--- config.mk ---
export PLATFORM = sky130hd
export DESIGN_NAME = xfc_engine
export DESIGN_NICKNAME = d
export VERILOG_FILES = /design/src/rtl/xfc_pkg.sv /design/src/rtl/xfc_mode_dec.sv /design/src/rtl/xfc_rx_gate.sv /design/src/rtl/xfc_tx_insert.sv /design/src/rtl/xfc_engine.sv
export SDC_FILE = /design/constraint.sdc
export NUM_CORES = 1
export LEC_CHECK = 0
export ABC_AREA = 1
export CAP_MARGIN = 20
export CORE_MARGIN = 10
export CORE_UTILIZATION = 50
export CTS_BUF_LIST = sky130_fd_sc_hd__clkbuf_16
export DETAILED_ROUTE_END_ITERATION = 8
export DONT_BUFFER_PORTS = 1
export GPL_TIMING_DRIVEN = 0
export SETUP_SLACK_MARGIN = 0.05
export SYNTH_ARGS = -nofsm -noshare
export SYNTH_HDL_FRONTEND = slang
export SYNTH_SLANG_ARGS = --single-unit
--- constraint.sdc ---
create_clock -name clk -period 2 [get_ports clk]
set_clock_uncertainty 0.15 [all_clocks]
set_input_delay 0.2 -clock clk [delete_from_list [all_inputs] [get_ports clk]]
set_output_delay 0.2 -clock clk [all_outputs]
set_load 0.02 [all_outputs]
--- src/rtl/xfc_pkg.sv ---
package xfc_pkg;

    typedef enum logic {
        GATE_OPEN   = 1'b0,
        GATE_PAUSED = 1'b1
    } gate_state_e;

    typedef enum logic [1:0] {
        INS_BELOW    = 2'd0,
        INS_REQ_XOFF = 2'd1,
        INS_ABOVE    = 2'd2,
        INS_REQ_XON  = 2'd3
    } ins_state_e;

    localparam logic [1:0] MODE_OFF   = 2'b00;
    localparam logic [1:0] MODE_PAIR2 = 2'b01;
    localparam logic [1:0] MODE_PAIR1 = 2'b10;
    localparam logic [1:0] MODE_BOTH  = 2'b11;

endpackage

--- src/rtl/xfc_mode_dec.sv ---
module xfc_mode_dec
    import xfc_pkg::*;
(
    input  logic       enh_en,
    input  logic       nine_bit,
    input  logic [1:0] rx_mode,
    input  logic [1:0] tx_mode,
    output logic       rx_act,
    output logic       rx_pair1,
    output logic       rx_pair2,
    output logic       tx_act,
    output logic       tx_pair1
);

    logic base_on;
    logic tx_ok;

    always_comb begin
        base_on  = enh_en && !nine_bit;
        tx_ok    = (tx_mode == MODE_PAIR2) || (tx_mode == MODE_PAIR1);
        rx_pair1 = 1'b0;
        rx_pair2 = 1'b0;
        unique case (rx_mode)
            MODE_OFF:   ;
            MODE_PAIR2: rx_pair2 = 1'b1;
            MODE_PAIR1: rx_pair1 = 1'b1;
            MODE_BOTH: begin
                rx_pair1 = 1'b1;
                rx_pair2 = 1'b1;
            end
        endcase
        // both-pair receive matching is only legal alongside a live transmit mode
        rx_act   = base_on && (rx_mode != MODE_OFF) &&
                   !((rx_mode == MODE_BOTH) && !tx_ok);
        tx_act   = base_on && tx_ok;
        tx_pair1 = (tx_mode == MODE_PAIR1);
    end

endmodule

--- src/rtl/xfc_rx_gate.sv ---
module xfc_rx_gate
    import xfc_pkg::*;
#(
    parameter int CHAR_W = 8
) (
    input  logic              clk,
    input  logic              rst_n,
    input  logic              rx_act,
    input  logic              rx_pair1,
    input  logic              rx_pair2,
    input  logic              rx_valid,
    input  logic [CHAR_W-1:0] rx_data,
    input  logic [CHAR_W-1:0] xon1,
    input  logic [CHAR_W-1:0] xon2,
    input  logic [CHAR_W-1:0] xoff1,
    input  logic [CHAR_W-1:0] xoff2,
    output logic              tx_enable
);

    gate_state_e state_q;
    gate_state_e state_d;
    logic        hit_stop;
    logic        hit_go;

    always_comb begin
        hit_stop = rx_valid && ((rx_pair1 && (rx_data == xoff1)) ||
                                (rx_pair2 && (rx_data == xoff2)));
        hit_go   = rx_valid && ((rx_pair1 && (rx_data == xon1)) ||
                                (rx_pair2 && (rx_data == xon2)));
    end

    always_comb begin
        state_d = state_q;
        if (!rx_act) begin
            state_d = GATE_OPEN;
        end else begin
            unique case (state_q)
                GATE_OPEN:   if (hit_stop) state_d = GATE_PAUSED;
                GATE_PAUSED: if (hit_go && !hit_stop) state_d = GATE_OPEN;
            endcase
        end
    end

    always_ff @(posedge clk or negedge rst_n) begin
        if (!rst_n) state_q <= GATE_OPEN;
        else        state_q <= state_d;
    end

    always_comb begin
        unique case (state_q)
            GATE_OPEN:   tx_enable = 1'b1;
            GATE_PAUSED: tx_enable = 1'b0;
        endcase
    end

endmodule

--- src/rtl/xfc_tx_insert.sv ---
module xfc_tx_insert
    import xfc_pkg::*;
#(
    parameter int CHAR_W = 8,
    parameter int LVL_W  = 7
) (
    input  logic              clk,
    input  logic              rst_n,
    input  logic              tx_act,
    input  logic              tx_pair1,
    input  logic [LVL_W-1:0]  fifo_level,
    input  logic [LVL_W-1:0]  thr_hi,
    input  logic [LVL_W-1:0]  thr_lo,
    input  logic              ins_ack,
    input  logic [CHAR_W-1:0] xon1,
    input  logic [CHAR_W-1:0] xon2,
    input  logic [CHAR_W-1:0] xoff1,
    input  logic [CHAR_W-1:0] xoff2,
    output logic              ins_req,
    output logic [CHAR_W-1:0] ins_char
);

    ins_state_e state_q;
    ins_state_e state_d;
    logic       at_top;
    logic       under_low;

    always_comb begin
        at_top    = fifo_level >= thr_hi;
        under_low = fifo_level <  thr_lo;
    end

    always_comb begin
        state_d = state_q;
        if (!tx_act) begin
            state_d = INS_BELOW;
        end else begin
            unique case (state_q)
                INS_BELOW:    if (at_top)    state_d = INS_REQ_XOFF;
                INS_REQ_XOFF: if (ins_ack)   state_d = INS_ABOVE;
                INS_ABOVE:    if (under_low) state_d = INS_REQ_XON;
                INS_REQ_XON:  if (ins_ack)   state_d = INS_BELOW;
            endcase
        end
    end

    always_ff @(posedge clk or negedge rst_n) begin
        if (!rst_n) state_q <= INS_BELOW;
        else        state_q <= state_d;
    end

    always_comb begin
        ins_req  = 1'b0;
        ins_char = '0;
        unique case (state_q)
            INS_BELOW, INS_ABOVE: ;
            INS_REQ_XOFF: begin
                ins_req  = 1'b1;
                ins_char = tx_pair1 ? xoff1 : xoff2;
            end
            INS_REQ_XON: begin
                ins_req  = 1'b1;
                ins_char = tx_pair1 ? xon1 : xon2;
            end
        endcase
    end

endmodule

--- src/rtl/xfc_engine.sv ---
module xfc_engine
    import xfc_pkg::*;
#(
    parameter int CHAR_W = 8,
    parameter int LVL_W  = 7
) (
    input  logic              clk,
    input  logic              rst_n,
    input  logic              enh_en,
    input  logic              nine_bit,
    input  logic [1:0]        rx_mode,
    input  logic [1:0]        tx_mode,
    input  logic [CHAR_W-1:0] xon1,
    input  logic [CHAR_W-1:0] xon2,
    input  logic [CHAR_W-1:0] xoff1,
    input  logic [CHAR_W-1:0] xoff2,
    input  logic              rx_valid,
    input  logic [CHAR_W-1:0] rx_data,
    input  logic [LVL_W-1:0]  fifo_level,
    input  logic [LVL_W-1:0]  thr_hi,
    input  logic [LVL_W-1:0]  thr_lo,
    input  logic              ins_ack,
    output logic              tx_enable,
    output logic              ins_req,
    output logic [CHAR_W-1:0] ins_char
);

    logic rx_act;
    logic rx_pair1;
    logic rx_pair2;
    logic tx_act;
    logic tx_pair1;

    xfc_mode_dec mode_i (
        .enh_en   (enh_en),
        .nine_bit (nine_bit),
        .rx_mode  (rx_mode),
        .tx_mode  (tx_mode),
        .rx_act   (rx_act),
        .rx_pair1 (rx_pair1),
        .rx_pair2 (rx_pair2),
        .tx_act   (tx_act),
        .tx_pair1 (tx_pair1)
    );

    xfc_rx_gate #(.CHAR_W(CHAR_W)) gate_i (
        .clk       (clk),
        .rst_n     (rst_n),
        .rx_act    (rx_act),
        .rx_pair1  (rx_pair1),
        .rx_pair2  (rx_pair2),
        .rx_valid  (rx_valid),
        .rx_data   (rx_data),
        .xon1      (xon1),
        .xon2      (xon2),
        .xoff1     (xoff1),
        .xoff2     (xoff2),
        .tx_enable (tx_enable)
    );

    xfc_tx_insert #(.CHAR_W(CHAR_W), .LVL_W(LVL_W)) ins_i (
        .clk        (clk),
        .rst_n      (rst_n),
        .tx_act     (tx_act),
        .tx_pair1   (tx_pair1),
        .fifo_level (fifo_level),
        .thr_hi     (thr_hi),
        .thr_lo     (thr_lo),
        .ins_ack    (ins_ack),
        .xon1       (xon1),
        .xon2       (xon2),
        .xoff1      (xoff1),
        .xoff2      (xoff2),
        .ins_req    (ins_req),
        .ins_char   (ins_char)
    );

endmodule

==> run_results.csv, run 1 <==
group,metric,value,unit
outcome,run_status,"completed",
timing,tightest_slew,0.316,ns
clock_tree,tritoncts.num_buffers,3,
synth,synth_flop_cell,"dfrtp_1",
clock_tree,clk_pin_slew_worst_paths,0.03,ns
timing,tns,0,ns
layout,filler_cell_count,281,
global_route,first_pass_grt_wire_length,7060,um
worst_setup_path,worstPathArrival,1.48,ns
timing,timing.final.crit_period,1.83,ns
floorplanning,placeableCoreArea,2540,um2
drt,drt_drc_violations_left,0,
worst_setup_path,r2r.worst_path.cells,7,
flow_run,drv.max_cap_violation_count,0,
drt,routed_wirelength,4270,um
floorplanning,die_w,72.3,um
worst_setup_path,crit_reg_reg_endpoint,"ins_i.state_q[1]",
worst_setup_path,timing.reg2reg.setup_slack,0.42,ns
global_route,global_route.usage.total,0.159,
power,leakage,0.894,nW
worst_setup_path,worstSetupStartpoint,"ins_i.state_q[1]",
floorplanning,die_height,72.3,um
synth,synthesis.area_per_instance,5.25,um2
clock_tree,clock_tree.root_cell,"clkbuf_16",
timing,timing_max_transition_violations_final,0,
synth,synth_largest_area_cell,"nand2_1",
timing,fin_ws,0.172,ns
global_route,globalRoute.totalOverflow,0,
floorplanning,initial_utilization,0.538,
global_route,vias_in_the_first_global_route,1597,
layout,flow.area_growth_from_synthesis,13.1,%
hold_path,startpoint_of_the_lowest_slack_hold_path,"rx_valid",
power,power_density,388,nW/um2
synth,synth_seq_cells,3,
timing,maxClockFrequency,547,MHz
timing,rsz0062_at_grt,"false",
timing,timing.final.crit_share,0.914,
worst_setup_path,timing.critical_path.required,1.65,ns
synth,synth_common_cells,"77 x nand2_1, 50 x inv_1, 29 x nor2_1",
timing,hold_viol_final,0,
clock_tree,clock_latency,0.22,ns
worst_setup_path,critPathKind,"register to output port",
global_route,grt_max_degree,11,
synth,ys_top_cells_by_area,"nand2_1 21%, ha_1 17%, inv_1 14%, nor2_1 7.9%, o21ai_0 6.2%",
layout,diode_count,0,
worst_setup_path,worst_setup_path_start_kind,"register",
floorplanning,floorplan.die_area,5230,um2
synth,yosys.area.top_type_share,0.211,
timing,finalSetupViolations,0,
hold_path,min_to,"gate_i.state_q",
clock_tree,cts-root-to-sink-buffers,2,
clock_tree,tritoncts,"done",
worst_setup_path,worstPathMaxFanout,10,
drt,via_per_inst,5.30,
drt,antenna_violating_nets_post_route,0,
placed_design,dpl.hpwl,3600,um
hold_path,min_path_cells,3,
drt,routed_wire_length_per_instance,14.4,um
drt,drt_pre_antenna_iters,4,
drt,vias_post_dr,1568,
placed_design,port_buffers,0,
layout,layout-drive-gt1-share,0.0902,
synth,synthesized_netlist_cell_count,261,
global_route,grt_antenna_before_repair,0,
synth,synth_enable_flop_cells,0,
synth,post-synth-top-count-cell,"nand2_1",
timing,timing.slew.headroom,0.790,
placed_design,placement.setup.worst_slack,-0.00562,ns
hold_path,hp-class,"input pin to register",
clock_tree,numClockSinks,3,
synth,synthesis_warning_total,0,
synth,synth_area,1370,um2
worst_setup_path,crit-reg2reg-launch,"ins_i.state_q[1]",
synth,postSynth.asyncResetShare,1.00,
synth,synth_fp_nets,351,
clock_tree,h-tree-depth,1,
synth,number_of_unique_standard_cell_types_used_by_synthesis,23,
floorplanning,core.rowCount,18,
worst_setup_path,worstSetupEndpointType,"output port",
timing,final.hold.worst_slack,0.00925,ns
power,ir_worst_vdd,686,uV
synth,synth-seq-area-share,0.0548,
placed_design,gp_routability_congestion,0.867,
floorplanning,ioPinCount,81,
drt,drt_first_iter_violations,80,
layout,num-nets-final,357,
[layout by cell type (no fill, tap or decap), types with 3 or more instances in the layout]
cell type	n
nand2_1	77
inv_1	50
nor2_1	29
ha_1	18
nand3_1	15
o21ai_0	13
a21oi_1	11
nand4_1	6
inv_2	5
xor2_1	5
o21ai_2	4
o22ai_2	4
o211ai_1	4
clkbuf_16	3
dfrtp_1	3
[report_power, final]
| group | switching, W | internal (W) | total, W |
|---|---|---|---|
| logic | 0.000133 | 0.0000902 | 0.000224 |
| registers | 0.00000211 | 0.0000629 | 0.0000650 |
| clock network | 0.0000552 | 0.000258 | 0.000313 |
| total | 0.000191 | 0.000411 | 0.000602 |
[logic make-up (layout without fill, tap and decap cells)]
group                      count (synthesis)  in the layout  share of synthesized area
AOI/OAI and AO/OA                         40             40                      0.163
xor gates and xnor gates                   7              7                     0.0447
adders and majority gates                 19             19                      0.174
buffers and inverters                     60             65                      0.167
DFF                                        3              3                     0.0548
and+or+nand+nor                          132            132                      0.396
[through the flow]
step | power [W] | cell area, um2 | instances | utilization
after CTS | 0.000602 | 1540 | 296 | 0.605
after global routing | 0.000649 | 1550 | 296 | 0.609
final | 0.000602 | 1550 | 296 | 0.609
after detailed placement | 0.000278 | 1410 | 291 | 0.553
after global placement | 0.000277 | 1410 | 291 | 0.553
after floorplan | 0.000241 | 1370 | 261 | -
[layer usage]
metal,wire (um),up-vias,GRT usage
met5,0,-,0
met4,0,0,0.0280
met3,719,0,0.0857
met2,1900,68,0.263
met1,1650,668,0.176
li1,-,832,-
[worst max-delay path by stage]
stage	slack (ns)	end	depth (start not counted)
after floorplan	0.32	ins_char[6]	5
after global placement	0.02	ins_char[1]	4
after detailed placement	-0.006	ins_char[3]	4
after CTS	0.09	ins_char[0]	3
after global routing	0.07	ins_char[7]	5
final	0.17	ins_char[7]	5
[flip-flops by register name, summed over array words and instances, names as in the netlist]
name	flops
ins_i.state_q	2
gate_i.state_q	1
[worst max-delay path: stages (launching register included)]
cell and delay (ns):
dfrtp_1 0.41, inv_2 0.09, ha_1 0.13, buf_4 0.16, o21ai_0 0.13, o22ai_2 0.33
[area by class of cell]
cell class	instances	area, um2	share of cell area
tap	30	37.5	0.0242
multi-input combinational	198	1110	0.716
clock buffer	3	75.1	0.0485
buffer	4	22.5	0.0145
timing repair buffer	2	20.0	0.0129
sequential	3	75.1	0.0485
clock inverter	1	3.75	0.00242
inverter	55	206	0.133
[timing repair]
action / 4_1_cts / 5_1_grt
setup buffers: 0 / 0
pin swaps: 0 / 1
gates resized for setup: 11 / 7
hold endpoints to repair: 4 / 0
endpoints found under the setup margin: 8 / 5
hold buffers: 2 / 0
Power figures use the tool's default switching activity.
==> run 2, diff against run 1 <==
--- a/config.mk
+++ b/config.mk
@@ -10,9 +10,12 @@
 export CORE_MARGIN = 10
 export CORE_UTILIZATION = 50
 export CTS_BUF_LIST = sky130_fd_sc_hd__clkbuf_16
+export CTS_CLUSTER_DIAMETER = 200
+export CTS_CLUSTER_SIZE = 8
 export DETAILED_ROUTE_END_ITERATION = 8
 export DONT_BUFFER_PORTS = 1
 export GPL_TIMING_DRIVEN = 0
+export RECOVER_POWER = 25
 export SETUP_SLACK_MARGIN = 0.05
 export SYNTH_ARGS = -nofsm -noshare
 export SYNTH_HDL_FRONTEND = slang
==> run_results.csv, run 2 (same netlist as run 1, synthesis figures left out) <==
group,metric,value,unit
outcome,run_status,"completed",
layout,biggestRegsByFlops,"ins_i.state_q x2, gate_i.state_q x1",
floorplanning,placeableCoreArea,2540,um2
floorplanning,floorplan.die_area,5230,um2
floorplanning,die_height,72.3,um
drt,drt_drc_violations_left,0,
layout,flow.area_growth_from_synthesis,13.0,%
timing,rsz0062_at_grt,"false",
timing,maxClockFrequency,547,MHz
timing,tightest_slew,0.316,ns
layout,layout-drive-gt1-share,0.0865,
layout,num-nets-final,357,
layout,filler_cell_count,280,
drt,drt_first_iter_violations,81,
worst_setup_path,worst_setup_path_start_kind,"register",
layout,layout.cells.non_filler,296,
timing,timing.slew.headroom,0.790,
clock_tree,tritoncts.num_buffers,3,
placed_design,dpl.hpwl,3600,um
global_route,grt_max_degree,11,
drt,antenna_violating_nets_post_route,0,
worst_setup_path,critPathKind,"register to output port",
timing,finalSetupViolations,0,
power,power_density,389,nW/um2
layout,max_flop_register,"ins_i.state_q",
global_route,first_pass_grt_wire_length,7060,um
drt,routed_wire_length_per_instance,14.4,um
timing,timing.final.crit_share,0.914,
timing,timing.final.crit_period,1.83,ns
power,ir_worst_vdd,686,uV
layout,area_of_all_sequential_standard_cells,75.1,um2
placed_design,place.detailed.instances,291,
clock_tree,clk_pin_slew_worst_paths,0.03,ns
power,leakage,0.892,nW
global_route,globalRoute.totalOverflow,0,
layout,diode_count,0,
floorplanning,die_w,72.3,um
clock_tree,cts-root-to-sink-buffers,2,
floorplanning,ioPinCount,81,
worst_setup_path,worstSetupEndpointType,"output port",
clock_tree,post_cts.repair.setup_buffers,0,
layout,layout.cells.most_common,"nand2_1",
drt,vias_post_dr,1568,
drt,via_per_inst,5.30,
clock_tree,h-tree-depth,1,
flow_run,drv.max_cap_violation_count,0,
layout,multi_input_comb_area,1110,um2
global_route,grt_antenna_before_repair,0,
hold_path,hp-class,"input pin to register",
worst_setup_path,worstPathMaxFanout,10,
timing,timing_max_transition_violations_final,0,
clock_tree,clock_latency,0.22,ns
worst_setup_path,timing.critical_path.required,1.65,ns
placed_design,port_buffers,0,
worst_setup_path,worstPathArrival,1.48,ns
layout,layout_common_cells,"77 x nand2_1, 50 x inv_1, 29 x nor2_1",
floorplanning,initial_utilization,0.538,
global_route,vias_in_the_first_global_route,1597,
timing,final.hold.worst_slack,0.00925,ns
placed_design,gp_routability_congestion,0.867,
floorplanning,core.rowCount,18,
layout,largest_register_ffs,2,
drt,drt_pre_antenna_iters,4,
drt,routed_wirelength,4260,um
timing,hold_viol_final,0,
clock_tree,clock_tree.root_cell,"clkbuf_16",
clock_tree,numClockSinks,3,
clock_tree,tritoncts,"done",
global_route,global_route.usage.total,0.159,
## run 2: changes by cell type in the layout (fill, tap and decap cells not counted)
cell,change
buf_2,-1
clkbuf_1,+1
## run 2: power breakdown
group	internal [W]	switching (W)	total [W]	leakage, nW
Sequential	0.0000629	0.00000211	0.0000650	0.0414
Combinational	0.0000899	0.000133	0.000223	0.808
Clock	0.000258	0.0000552	0.000313	0.0423
Total	0.000411	0.000191	0.000601	0.892
## run 2: final timing paths
path,from,to,slack (ns),depth (start not counted)
min in group asynchronous,rst_n,gate_i.state_q,0.08,1
setup reg to reg,ins_i.state_q[1],ins_i.state_q[1],0.42,7
setup / recovery,ins_i.state_q[1],ins_char[7],0.17,5
max in group asynchronous,rst_n,ins_i.state_q[1],1.47,1
hold / removal,rx_valid,gate_i.state_q,0.009,3
hold reg to reg,gate_i.state_q,gate_i.state_q,0.39,2
## run 2: layout make-up
| class | count | area share |
|---|---|---|
| multi-input cells | 198 | 0.716 |
| inverters | 55 | 0.133 |
| flip-flops and latches | 3 | 0.0485 |
| clock buffers | 3 | 0.0485 |
| well taps | 30 | 0.0243 |
| plain buffers | 4 | 0.0137 |
| repair buffers | 2 | 0.0129 |
| clock inverters | 1 | 0.00243 |
## run 2: repair_timing
action	in CTS	in global routing
hold buffers	2	0
pin swaps	0	1
gates resized for setup	11	7
hold endpoints to repair	4	0
endpoints found under the setup margin	8	5
## run 2: metal layers
layer  GRT usage  routed length (um)  up-vias
li1            -                   -      831
met1       0.176                1630      666
met2       0.263                1880       71
met3      0.0857                 747        0
met4      0.0280                   0        0
met5           0                   0        -
## run 2: stage by stage
step                       util  setup slack [ns]  TNS (ns)  total power [W]  area, um2
after floorplan               -             0.325         0         0.000241       1370
after global placement    0.553            0.0221         0         0.000277       1410
after detailed placement  0.553          -0.00562  -0.00562         0.000278       1410
after CTS                 0.605            0.0910         0         0.000602       1540
after global routing      0.608            0.0715         0         0.000649       1550
final                     0.608             0.172         0         0.000601       1550
## run 2: critical path, stage by stage (launching register included)
cell     delay [ns]
dfrtp_1        0.41
inv_2          0.09
ha_1           0.13
buf_4          0.16
o21ai_0        0.13
o22ai_2        0.33
